`config.mk`:
```
export PLATFORM = sky130hd
export DESIGN_NAME = uart_intr_ctrl
export DESIGN_NICKNAME = d
export VERILOG_FILES = /design/src/rtl/uic_pkg.sv /design/src/rtl/uic_regfile.sv /design/src/rtl/uic_line_status.sv /design/src/rtl/uic_irq_arb.sv /design/src/rtl/uart_intr_ctrl.sv
export SDC_FILE = /design/constraint.sdc
export NUM_CORES = 1
export LEC_CHECK = 0
export ABC_AREA = 1
export BUFFER_PORTS_ARGS = -buffer_cell sky130_fd_sc_hd__buf_2
export CORE_MARGIN = 4
export CORE_UTILIZATION = 37
export CTS_CLUSTER_DIAMETER = 80
export DETAILED_ROUTE_END_ITERATION = 8
export PLACE_DENSITY_LB_ADDON = 0.2
export SYNTH_ARGS = -nofsm -noshare
export SYNTH_HDL_FRONTEND = slang
export SYNTH_SLANG_ARGS = --single-unit
```
`constraint.sdc`:
```
create_clock -name clk -period 2.62 [get_ports clk]
set_input_delay 0.655 -clock clk [delete_from_list [all_inputs] [get_ports clk]]
set_output_delay 0.655 -clock clk [all_outputs]
set_load 0.05 [all_outputs]
```
`src/rtl/uic_pkg.sv`:
```
`timescale 1ns/1ps
package uic_pkg;
  localparam logic [2:0] A_DATA = 3'd0;
  localparam logic [2:0] A_IER  = 3'd1;
  localparam logic [2:0] A_IIR  = 3'd2;
  localparam logic [2:0] A_LCR  = 3'd3;
  localparam logic [2:0] A_LSR  = 3'd5;

  localparam int LSR_DR   = 0;
  localparam int LSR_THRE = 5;
  localparam int LSR_TEMT = 6;
  localparam int LSR_FERR = 7;
  localparam int ERR_N    = 4;   // overrun, parity, framing, break

  localparam int IE_RXD  = 0;
  localparam int IE_THRE = 1;
  localparam int IE_LINE = 2;

  typedef enum logic [3:0] {
    SRC_NONE = 4'b0001,
    SRC_THRE = 4'b0010,
    SRC_RXD  = 4'b0100,
    SRC_LINE = 4'b0110
  } src_code_e;
endpackage

```
`src/rtl/uic_regfile.sv`:
```
`timescale 1ns/1ps
module uic_regfile
  import uic_pkg::*;
#(
  parameter int DATA_W = 8,
  parameter int ADDR_W = 3,
  parameter int IER_W  = 4
) (
  input  logic              clk,
  input  logic              rst,
  input  logic              wr,
  input  logic [ADDR_W-1:0] addr,
  input  logic [DATA_W-1:0] wdata,
  input  logic              thre_lvl,
  output logic [IER_W-1:0]  ier,
  output logic [DATA_W-1:0] lcr,
  output logic              fifo_on,
  output logic [DATA_W-1:0] div_lo,
  output logic [DATA_W-1:0] div_hi,
  output logic              thr_wr,
  output logic              thre_arm
);
  logic dlab;
  logic wr_data, wr_ier, wr_fcr, wr_lcr;

  assign dlab    = lcr[DATA_W-1];
  assign wr_data = wr && (addr == A_DATA);
  assign wr_ier  = wr && (addr == A_IER);
  assign wr_fcr  = wr && (addr == A_IIR);
  assign wr_lcr  = wr && (addr == A_LCR);
  assign thr_wr  = wr_data && !dlab;

  // enabling the holding-empty source while empty re-arms it
  assign thre_arm = wr_ier && !dlab && wdata[IE_THRE] && !ier[IE_THRE] && thre_lvl;

  always_ff @(posedge clk) begin
    if (rst) begin
      ier     <= '0;
      lcr     <= '0;
      fifo_on <= 1'b0;
      div_lo  <= '0;
      div_hi  <= '0;
    end else begin
      if (wr_lcr) lcr <= wdata;
      if (wr_fcr) fifo_on <= wdata[0];
      if (wr_data && dlab) div_lo <= wdata;
      if (wr_ier && dlab) div_hi <= wdata;
      if (wr_ier && !dlab) ier <= wdata[IER_W-1:0];
    end
  end


  dlab_no_ier_chk: assert property (@(posedge clk) disable iff (rst)
    (wr_ier && dlab) |=> $stable(ier));
endmodule

```
`src/rtl/uic_line_status.sv`:
```
`timescale 1ns/1ps
module uic_line_status
  import uic_pkg::*;
#(
  parameter int DATA_W = 8
) (
  input  logic              clk,
  input  logic              rst,
  input  logic              thr_wr,
  input  logic              hold_ev,
  input  logic              shift_ev,
  input  logic              rx_ready,
  input  logic [ERR_N-1:0]  err_ev,
  input  logic              fifo_err_ev,
  input  logic              lsr_rd,
  output logic [DATA_W-1:0] lsr
);
  logic [ERR_N-1:0] err_q;
  logic             ferr_q;
  logic             thre_q;
  logic             temt_q;

  for (genvar i = 0; i < ERR_N; i++) begin : g_err
    always_ff @(posedge clk) begin
      if (rst)            err_q[i] <= 1'b0;
      else if (err_ev[i]) err_q[i] <= 1'b1;
      else if (lsr_rd)    err_q[i] <= 1'b0;
    end
  end

  always_ff @(posedge clk) begin
    if (rst) begin
      ferr_q <= 1'b0;
      thre_q <= 1'b1;
      temt_q <= 1'b1;
    end else begin
      if (fifo_err_ev) ferr_q <= 1'b1;
      else if (lsr_rd) ferr_q <= 1'b0;
      if (thr_wr)       thre_q <= 1'b0;
      else if (hold_ev) thre_q <= 1'b1;
      if (thr_wr)        temt_q <= 1'b0;
      else if (shift_ev) temt_q <= 1'b1;
    end
  end

  always_comb begin
    lsr = '0;
    lsr[LSR_DR]             = rx_ready;
    lsr[LSR_DR+1 +: ERR_N]  = err_q;
    lsr[LSR_THRE]           = thre_q;
    lsr[LSR_TEMT]           = temt_q;
    lsr[LSR_FERR]           = ferr_q;
  end


  clr_on_read_chk: assert property (@(posedge clk) disable iff (rst)
    (lsr_rd && !(|err_ev) && !fifo_err_ev) |=> (lsr[LSR_DR+1 +: ERR_N] == '0 && !lsr[LSR_FERR]));

  set_beats_read_chk: assert property (@(posedge clk) disable iff (rst)
    (lsr_rd && err_ev[1]) |=> lsr[LSR_DR+2]);

  thr_clears_empty_chk: assert property (@(posedge clk) disable iff (rst)
    thr_wr |=> (!lsr[LSR_THRE] && !lsr[LSR_TEMT]));
endmodule

```
`src/rtl/uic_irq_arb.sv`:
```
`timescale 1ns/1ps
module uic_irq_arb
  import uic_pkg::*;
#(
  parameter int DATA_W = 8
) (
  input  logic              clk,
  input  logic              rst,
  input  logic [2:0]        ier_src,
  input  logic              line_err,
  input  logic              rx_ready,
  input  logic              thre_lvl,
  input  logic              hold_ev,
  input  logic              thr_wr,
  input  logic              thre_arm,
  input  logic              iir_rd,
  input  logic              fifo_on,
  output logic [DATA_W-1:0] iir,
  output logic              irq
);
  logic      tflag;
  logic      pend_ls, pend_rx, pend_th;
  logic      g_ls, g_rx, g_th;
  src_code_e code;

  assign pend_ls = ier_src[IE_LINE] && line_err;
  assign pend_rx = ier_src[IE_RXD]  && rx_ready;
  assign pend_th = ier_src[IE_THRE] && tflag;

  assign g_ls = pend_ls;
  assign g_rx = pend_rx && !pend_ls;
  assign g_th = pend_th && !pend_ls && !pend_rx;

  always_comb begin
    unique case (1'b1)
      g_ls:    code = SRC_LINE;
      g_rx:    code = SRC_RXD;
      g_th:    code = SRC_THRE;
      default: code = SRC_NONE;
    endcase
  end

  always_comb begin
    iir = '0;
    iir[3:0]          = code;
    iir[DATA_W-1]     = fifo_on;
    iir[DATA_W-2]     = fifo_on;
  end

  always_ff @(posedge clk) begin
    if (rst) begin
      tflag <= 1'b1;
      irq   <= 1'b0;
    end else begin
      if (thr_wr)                             tflag <= 1'b0;
      else if (hold_ev || (thre_arm && thre_lvl)) tflag <= 1'b1;
      else if (iir_rd && g_th)                tflag <= 1'b0;
      irq <= g_ls || g_rx || g_th;
    end
  end


  grant_onehot_chk: assert property (@(posedge clk) disable iff (rst)
    $onehot0({g_ls, g_rx, g_th}));

  no_enable_no_irq_chk: assert property (@(posedge clk) disable iff (rst)
    (ier_src == 3'b000) |=> !irq);

  thr_wr_disarms_chk: assert property (@(posedge clk) disable iff (rst)
    thr_wr |=> !tflag);

  iir_keeps_lower_chk: assert property (@(posedge clk) disable iff (rst)
    (iir_rd && tflag && (g_ls || g_rx) && !thr_wr) |=> tflag);
endmodule

```
`src/rtl/uart_intr_ctrl.sv`:
```
`timescale 1ns/1ps
module uart_intr_ctrl
  import uic_pkg::*;
#(
  parameter int DATA_W = 8,
  parameter int ADDR_W = 3,
  parameter int IER_W  = 4,
  localparam int DIV_W = 2 * DATA_W
) (
  input  logic              clk,
  input  logic              rst,
  input  logic [ADDR_W-1:0] bus_addr,
  input  logic [DATA_W-1:0] bus_wdata,
  input  logic              bus_wr,
  input  logic              bus_rd,
  output logic [DATA_W-1:0] rd_data,
  input  logic [DATA_W-1:0] rx_data,
  input  logic              rx_ready,
  input  logic              ev_hold_empty,
  input  logic              ev_shift_empty,
  input  logic              ev_overrun,
  input  logic              ev_parity,
  input  logic              ev_framing,
  input  logic              ev_break,
  input  logic              ev_fifo_err,
  output logic              irq,
  output logic              tx_load,
  output logic [DATA_W-1:0] tx_byte,
  output logic              rx_pop,
  output logic [DIV_W-1:0]  divisor,
  output logic [DATA_W-2:0] line_cfg
);
  logic [IER_W-1:0]  ier;
  logic [DATA_W-1:0] lcr, div_lo, div_hi, lsr, iir, rmux;
  logic              fifo_on, thr_wr, thre_arm, dlab;
  logic              lsr_rd, iir_rd, rbr_rd;

  assign dlab   = lcr[DATA_W-1];
  assign lsr_rd = bus_rd && (bus_addr == A_LSR);
  assign iir_rd = bus_rd && (bus_addr == A_IIR);
  assign rbr_rd = bus_rd && (bus_addr == A_DATA) && !dlab;

  uic_regfile #(.DATA_W(DATA_W), .ADDR_W(ADDR_W), .IER_W(IER_W)) u_regs (
    .clk(clk), .rst(rst), .wr(bus_wr), .addr(bus_addr), .wdata(bus_wdata),
    .thre_lvl(lsr[LSR_THRE]), .ier(ier), .lcr(lcr), .fifo_on(fifo_on),
    .div_lo(div_lo), .div_hi(div_hi), .thr_wr(thr_wr), .thre_arm(thre_arm)
  );

  uic_line_status #(.DATA_W(DATA_W)) u_lsr (
    .clk(clk), .rst(rst), .thr_wr(thr_wr), .hold_ev(ev_hold_empty),
    .shift_ev(ev_shift_empty), .rx_ready(rx_ready),
    .err_ev({ev_break, ev_framing, ev_parity, ev_overrun}),
    .fifo_err_ev(ev_fifo_err), .lsr_rd(lsr_rd), .lsr(lsr)
  );

  uic_irq_arb #(.DATA_W(DATA_W)) u_arb (
    .clk(clk), .rst(rst), .ier_src(ier[2:0]), .line_err(|lsr[ERR_N:1]),
    .rx_ready(rx_ready), .thre_lvl(lsr[LSR_THRE]), .hold_ev(ev_hold_empty),
    .thr_wr(thr_wr), .thre_arm(thre_arm), .iir_rd(iir_rd), .fifo_on(fifo_on),
    .iir(iir), .irq(irq)
  );

  always_comb begin
    rmux = '0;
    case (bus_addr)
      A_DATA:  rmux = dlab ? div_lo : rx_data;
      A_IER:   rmux = dlab ? div_hi : {{(DATA_W-IER_W){1'b0}}, ier};
      A_IIR:   rmux = iir;
      A_LCR:   rmux = lcr;
      A_LSR:   rmux = lsr;
      default: rmux = '0;
    endcase
  end

  always_ff @(posedge clk) begin
    if (rst) begin
      rd_data <= '0;
      tx_load <= 1'b0;
      tx_byte <= '0;
      rx_pop  <= 1'b0;
    end else begin
      rd_data <= bus_rd ? rmux : '0;
      tx_load <= thr_wr;
      rx_pop  <= rbr_rd;
      if (thr_wr) tx_byte <= bus_wdata;
    end
  end

  assign divisor  = {div_hi, div_lo};
  assign line_cfg = lcr[DATA_W-2:0];


  idle_zero_chk: assert property (@(posedge clk) disable iff (rst)
    !bus_rd |=> (rd_data == '0));

  dlab_no_load_chk: assert property (@(posedge clk) disable iff (rst)
    (bus_wr && bus_addr == A_DATA && dlab) |=> !tx_load);
endmodule

```
==> results of run 1 <==
cells in the final DEF (no fill, tap or decap), drive strengths merged:
master and count:
o22ai 1, bufinv 1, nand2 73, buf 75
inv 34, nor2 25, nor3 8, nand4 5
clkinv 1, clkbuf 6, dfxtp 56, nand3 24
a21oi 52, o21ai 32
kinds of logic after synthesis:
group	after synthesis
flops	56
buf+inv	55
compound gates	85
simple gates	135
layout make-up:
class	instances	area, um2	area share
well taps	77	96.3	0.0328
repair buffers	75	383	0.130
clock inverters	2	35.0	0.0119
flip-flops and latches	56	1120	0.382
clock buffers	6	72.6	0.0247
inverters	34	130	0.0443
multi-input cells	220	1100	0.374
metrics by stage:
step           utilization  cell area, um2
5_1_grt              0.457            2930
6_report             0.457            2930
3_3_place_gp         0.440            2830
2_1_floorplan            -            2480
3_5_place_dp         0.440            2830
4_1_cts              0.457            2930
metal layers:
layer	vias to the layer above	GRT usage	part of all wire
met5	-	0	0
met4	0	0.0408	0.0077
met3	6	0.0417	0.080
met2	89	0.263	0.44
met1	1024	0.249	0.47
li1	1199	-	-
cell usage after synthesis:
| library cell | number | share of area |
|---|---|---|
| buf_4 | 8 | 0.024 |
| buf_6 | 2 | 0.0091 |
| nand3_1 | 21 | 0.042 |
| nor2_1 | 21 | 0.032 |
| nand2_2 | 3 | 0.0076 |
| nand2_4 | 1 | 0.0045 |
| o21ai_0 | 17 | 0.034 |
| inv_1 | 27 | 0.041 |
| buf_2 | 7 | 0.014 |
| o21ai_2 | 2 | 0.0071 |
| nor2_4 | 1 | 0.0045 |
| o21ai_1 | 13 | 0.026 |
| clkbuf_1 | 4 | 0.0061 |
| nand4_1 | 5 | 0.013 |
| nor2_2 | 1 | 0.0025 |
| nor3_1 | 8 | 0.016 |
| nor2_8 | 2 | 0.016 |
| a21oi_1 | 48 | 0.097 |
| a21oi_2 | 4 | 0.014 |
| nand2_1 | 69 | 0.10 |
| o22ai_1 | 1 | 0.0025 |
| nand3_2 | 1 | 0.0040 |
| dfxtp_1 | 56 | 0.45 |
| inv_4 | 1 | 0.0025 |
| inv_2 | 6 | 0.0091 |
| nand3_4 | 2 | 0.014 |
how the worst max path moves through the flow:
stage                             to  depth (start not counted)  slack, ns              from
floorplan           u_regs.div_hi[4]                          7       1.07            bus_wr
global placement    u_regs.div_hi[1]                          6       0.83            bus_wr
detailed placement  u_regs.div_hi[7]                          6       0.80            bus_wr
CTS                      divisor[14]                          1       0.94  u_regs.div_hi[6]
global route             divisor[14]                          1       0.91  u_regs.div_hi[6]
finish                   divisor[14]                          1       0.94  u_regs.div_hi[6]
where the power goes:
group	internal, uW	switching [uW]
clock	284	278
sequential	870	11.2
combinational	56.2	139
total	1210	428
state kept, by name (all words and copies together), names as in the netlist:
signal	cells
u_lsr.temt_q	1
tx_byte	8
u_arb.tflag	1
rd_data	8
rx_pop	1
u_arb.irq	1
u_lsr.ferr_q	1
u_regs.div_lo	8
u_regs.fifo_on	1
u_lsr.lsr	4
tx_load	1
u_lsr.thre_q	1
u_regs.lcr	8
u_regs.ier	4
u_regs.div_hi	8
==> results.toml, run 1 <==
[run_status]
status = "complete, no violations"

[sta]
tightest_slew_ns = 0.378
fin_crit_ns = 1.68
finalHoldViolCount = 0
whs_ns = 0.465
grt_setup_unrepaired = "false"
finalCritPeriodShare = 0.641
fmax_ghz = 0.595
relSlewSlack = 0.748
tns_ns = 0
finalWorstSetupSlack_ns = 0.940
finalMaxSlewViolations = 0
finalSetupViolations = 0
clock_skew_ns = 0.00820

[logic_synthesis]
ys_seq_area_frac = 0.452
synth_nets = 362
syn-cell-area_um2 = 2480
synth_mux_area_frac = 0
synth_fa_ha_area_frac = 0
synth_top_family_by_area = "simple AND/OR/NAND/NOR gates"
ys_ff_latch = 56
yosys.cell_types.count = 26
synthCells = 331
avgSynthCellArea_um2 = 7.49
ys_warn_count = 0
synth_compound_area_frac = 0.181
yosys.area_share.simple = 0.261
synthXorXnorAreaFrac = 0

[place]
pre_cts_ws_ns = 0.797
placed_cells = 462
io_buffers = 72
hpwlAfterDp_um = 5300
gp_congestion = 0.886

[cells_and_area]
nFillCells = 674
num-nets-final = 423
diodes = 0
area_growth_pct = 18.3
fin_cells = 470
drive_gt1_frac = 0.270

[route]
wl_per_cell_um = 14.6
drc = 0
via_per_inst = 4.93
wirelength_um = 6860
first_pass_iters = 4
vias = 2318
antenna_left = 0
drt_iter0_drc = 204

[grt]
grt_max_degree = 28
grt_pass1_wl_um = 11400
grt_usage = 0.173
grt_pass1_vias = 2253
antenna_found_initial = 0
grt_overflow_total = 0

[cts]
max-clock-path-buffers = 2
cts_made_buffers = 5
holdBufCountCts = 0
post_cts_buffers = 0
cts-root-buf = "clkbuf_8"
clk_pin_slew_ns = 0.10
cts_sinks = 56
cts_htree_levels = 2
cts_tree = "yes"
clk-insertion-delay-late_ns = 0.31
cts_resized = 0

[setup_path]
cp-start-kind = "register"
reg2regPathDepth = 6
rr_startpoint = "u_regs.lcr[7]"
cp_top_family = "flip-flops"
path_class = "reg -> out"
end_kind = "output port"
critPathMaxStageDelay_ns = 0.42
r2r-end = "rd_data[7]"
cpMaxStageDelayCell = "dfxtp_1"
cp_max_fo = 3
critical_path_arrival_ns = 1.03
crit_buf_inv = 1
path_cells = "buf_2"
rrSetupSlack_ns = 1.21
crit_required_ns = 1.97

[floorplan]
core_area_um2 = 6420
dieWidth_um = 89.9
ios = 73
fp-row-count = 29
start_util = 0.386
die_h_um = 89.9
dieArea_um2 = 8080

[flow_run]
drv_cap = 0

[hold_path]
hp-start = "u_regs.div_lo[5]"
min_to = "u_regs.div_lo[5]"
hold_class = "reg -> reg"
whs_path_depth = 2

[pwr]
power.leakage_uw = 0.00132
finalPower_uw = 1640
cellPowerDensity_nw_per_um2 = 559
ir_drop_mv = 0.281
(Power assumes the default switching activity.)
==> run 2, diff against run 1 <==
==> constraint.sdc (replaced) <==
create_clock -name clk -period 1.7 [get_ports clk]
set_input_delay 0.425 -clock clk [delete_from_list [all_inputs] [get_ports clk]]
set_output_delay 0.425 -clock clk [all_outputs]
set_load 0.05 [all_outputs]
==> results.toml, run 2 (synthesis results as in run 1) <==
[setup_path]
crit_required_ns = 1.27
path_class = "reg -> out"
cp-start-kind = "register"
cp_max_fo = 3
critPathMaxStageDelay_ns = 0.41
cp_top_family = "flip-flops"
crit_buf_inv = 1
path_cells = "buf_2"
cpMaxStageDelayCell = "dfxtp_1"
critical_path_arrival_ns = 1.01
end_kind = "output port"

[floorplan]
dieWidth_um = 89.9
ios = 73
start_util = 0.386
dieArea_um2 = 8080
fp-row-count = 29
core_area_um2 = 6420
die_h_um = 89.9

[cells_and_area]
multiInputGateArea_um2 = 1100
num-nets-final = 425
regArea_um2 = 1120
diodes = 0
final_common_cell = "buf_2"
fin_area_um2 = 2940
area_growth_pct = 18.4
final_cell_mix = "buf_2 (72), nand2_1 (69), dfxtp_1 (56)"
fin_cells = 472
nFillCells = 681
drive_gt1_frac = 0.273

[grt]
grt_overflow_total = 0
antenna_found_initial = 0
grt_pass1_vias = 2142
grt_max_degree = 24
grt_pass1_wl_um = 11100
grt_usage = 0.171

[flow_run]
drv_cap = 0

[route]
wl_met1_um = 3270
wirelength_um = 7000
top_layer = "met4"
drc = 0
first_pass_iters = 4
drt_iter0_drc = 117
via_per_inst = 4.92
wl_per_cell_um = 14.8
vias = 2322
wl_met2_um = 3160
antenna_left = 0
wl_met3_um = 500

[cts]
cts_tree = "yes"
cts_resized = 0
holdBufCountCts = 0
cts_made_buffers = 5
clk-insertion-delay-late_ns = 0.31
cts_htree_levels = 2
max-clock-path-buffers = 2
cts_sinks = 56
clk_pin_slew_ns = 0.10
post_cts_buffers = 0
cts-root-buf = "clkbuf_8"

[sta]
clock_skew_ns = 0.00597
finalCritPeriodShare = 0.842
finalHoldViolCount = 0
relSlewSlack = 0.747
grt_setup_unrepaired = "false"
finalWorstSetupSlack_ns = 0.268
fmax_ghz = 0.698
finalSetupViolations = 0
finalMaxSlewViolations = 0
fin_crit_ns = 1.43
tightest_slew_ns = 0.380
tns_ns = 0

[pwr]
ir_drop_mv = 0.450
finalPower_uw = 2430
cellPowerDensity_nw_per_um2 = 828
power.leakage_uw = 0.00132

[place]
placed_cell_area_um2 = 2840
pre_cts_ws_ns = 0.131
io_buffers = 72
placed_cells = 464
gp_congestion = 0.828
hpwlAfterDp_um = 5380

[hold_path]
hold_class = "in -> reg"

[run_status]
status = "complete, no violations"
[run 2: changes by cell type in the layout (fill, tap and decap cells not counted), sizes merged]
cell / delta
clkbuf: +1
bufinv: -1
clkinvlp: +1
clkinv: -1
buf: +2
[run 2: cell type report]
class                   count  area share
clock inverters             1     0.00256
flip-flops and latches     56       0.382
inverters                  34      0.0443
clock buffers               7      0.0294
well taps                  77      0.0328
repair buffers             77       0.136
multi-input cells         220       0.373
[run 2: layer usage]
layer,GRT usage,vias up
li1,-,1199
met1,0.237,1039
met2,0.270,77
met3,0.0426,7
met4,0.0383,0
met5,0,-
[run 2: path summary, 6_finish.rpt]
path                 endpoint  slack, ns  depth (start not counted)        startpoint
min              u_lsr.lsr[4]       0.31                          3          ev_break
max               divisor[10]       0.27                          1  u_regs.div_hi[2]
max reg2reg        rd_data[7]       0.41                          6     u_regs.lcr[7]
min reg2reg  u_regs.div_lo[5]       0.47                          2  u_regs.div_lo[5]
[run 2: stage by stage]
stage                util  hold WS (ns)
CTS                 0.457         0.307
global placement    0.442         0.448
floorplan               -         0.439
finish              0.457         0.310
global route        0.457         0.318
detailed placement  0.442         0.450
[run 2: report_power, final]
group	total (uW)	switching (uW)	leakage (uW)	internal (uW)
logic	308	218	0.000818	89.8
registers	1360	16.9	0.000454	1340
clock network	764	432	0.0000445	332
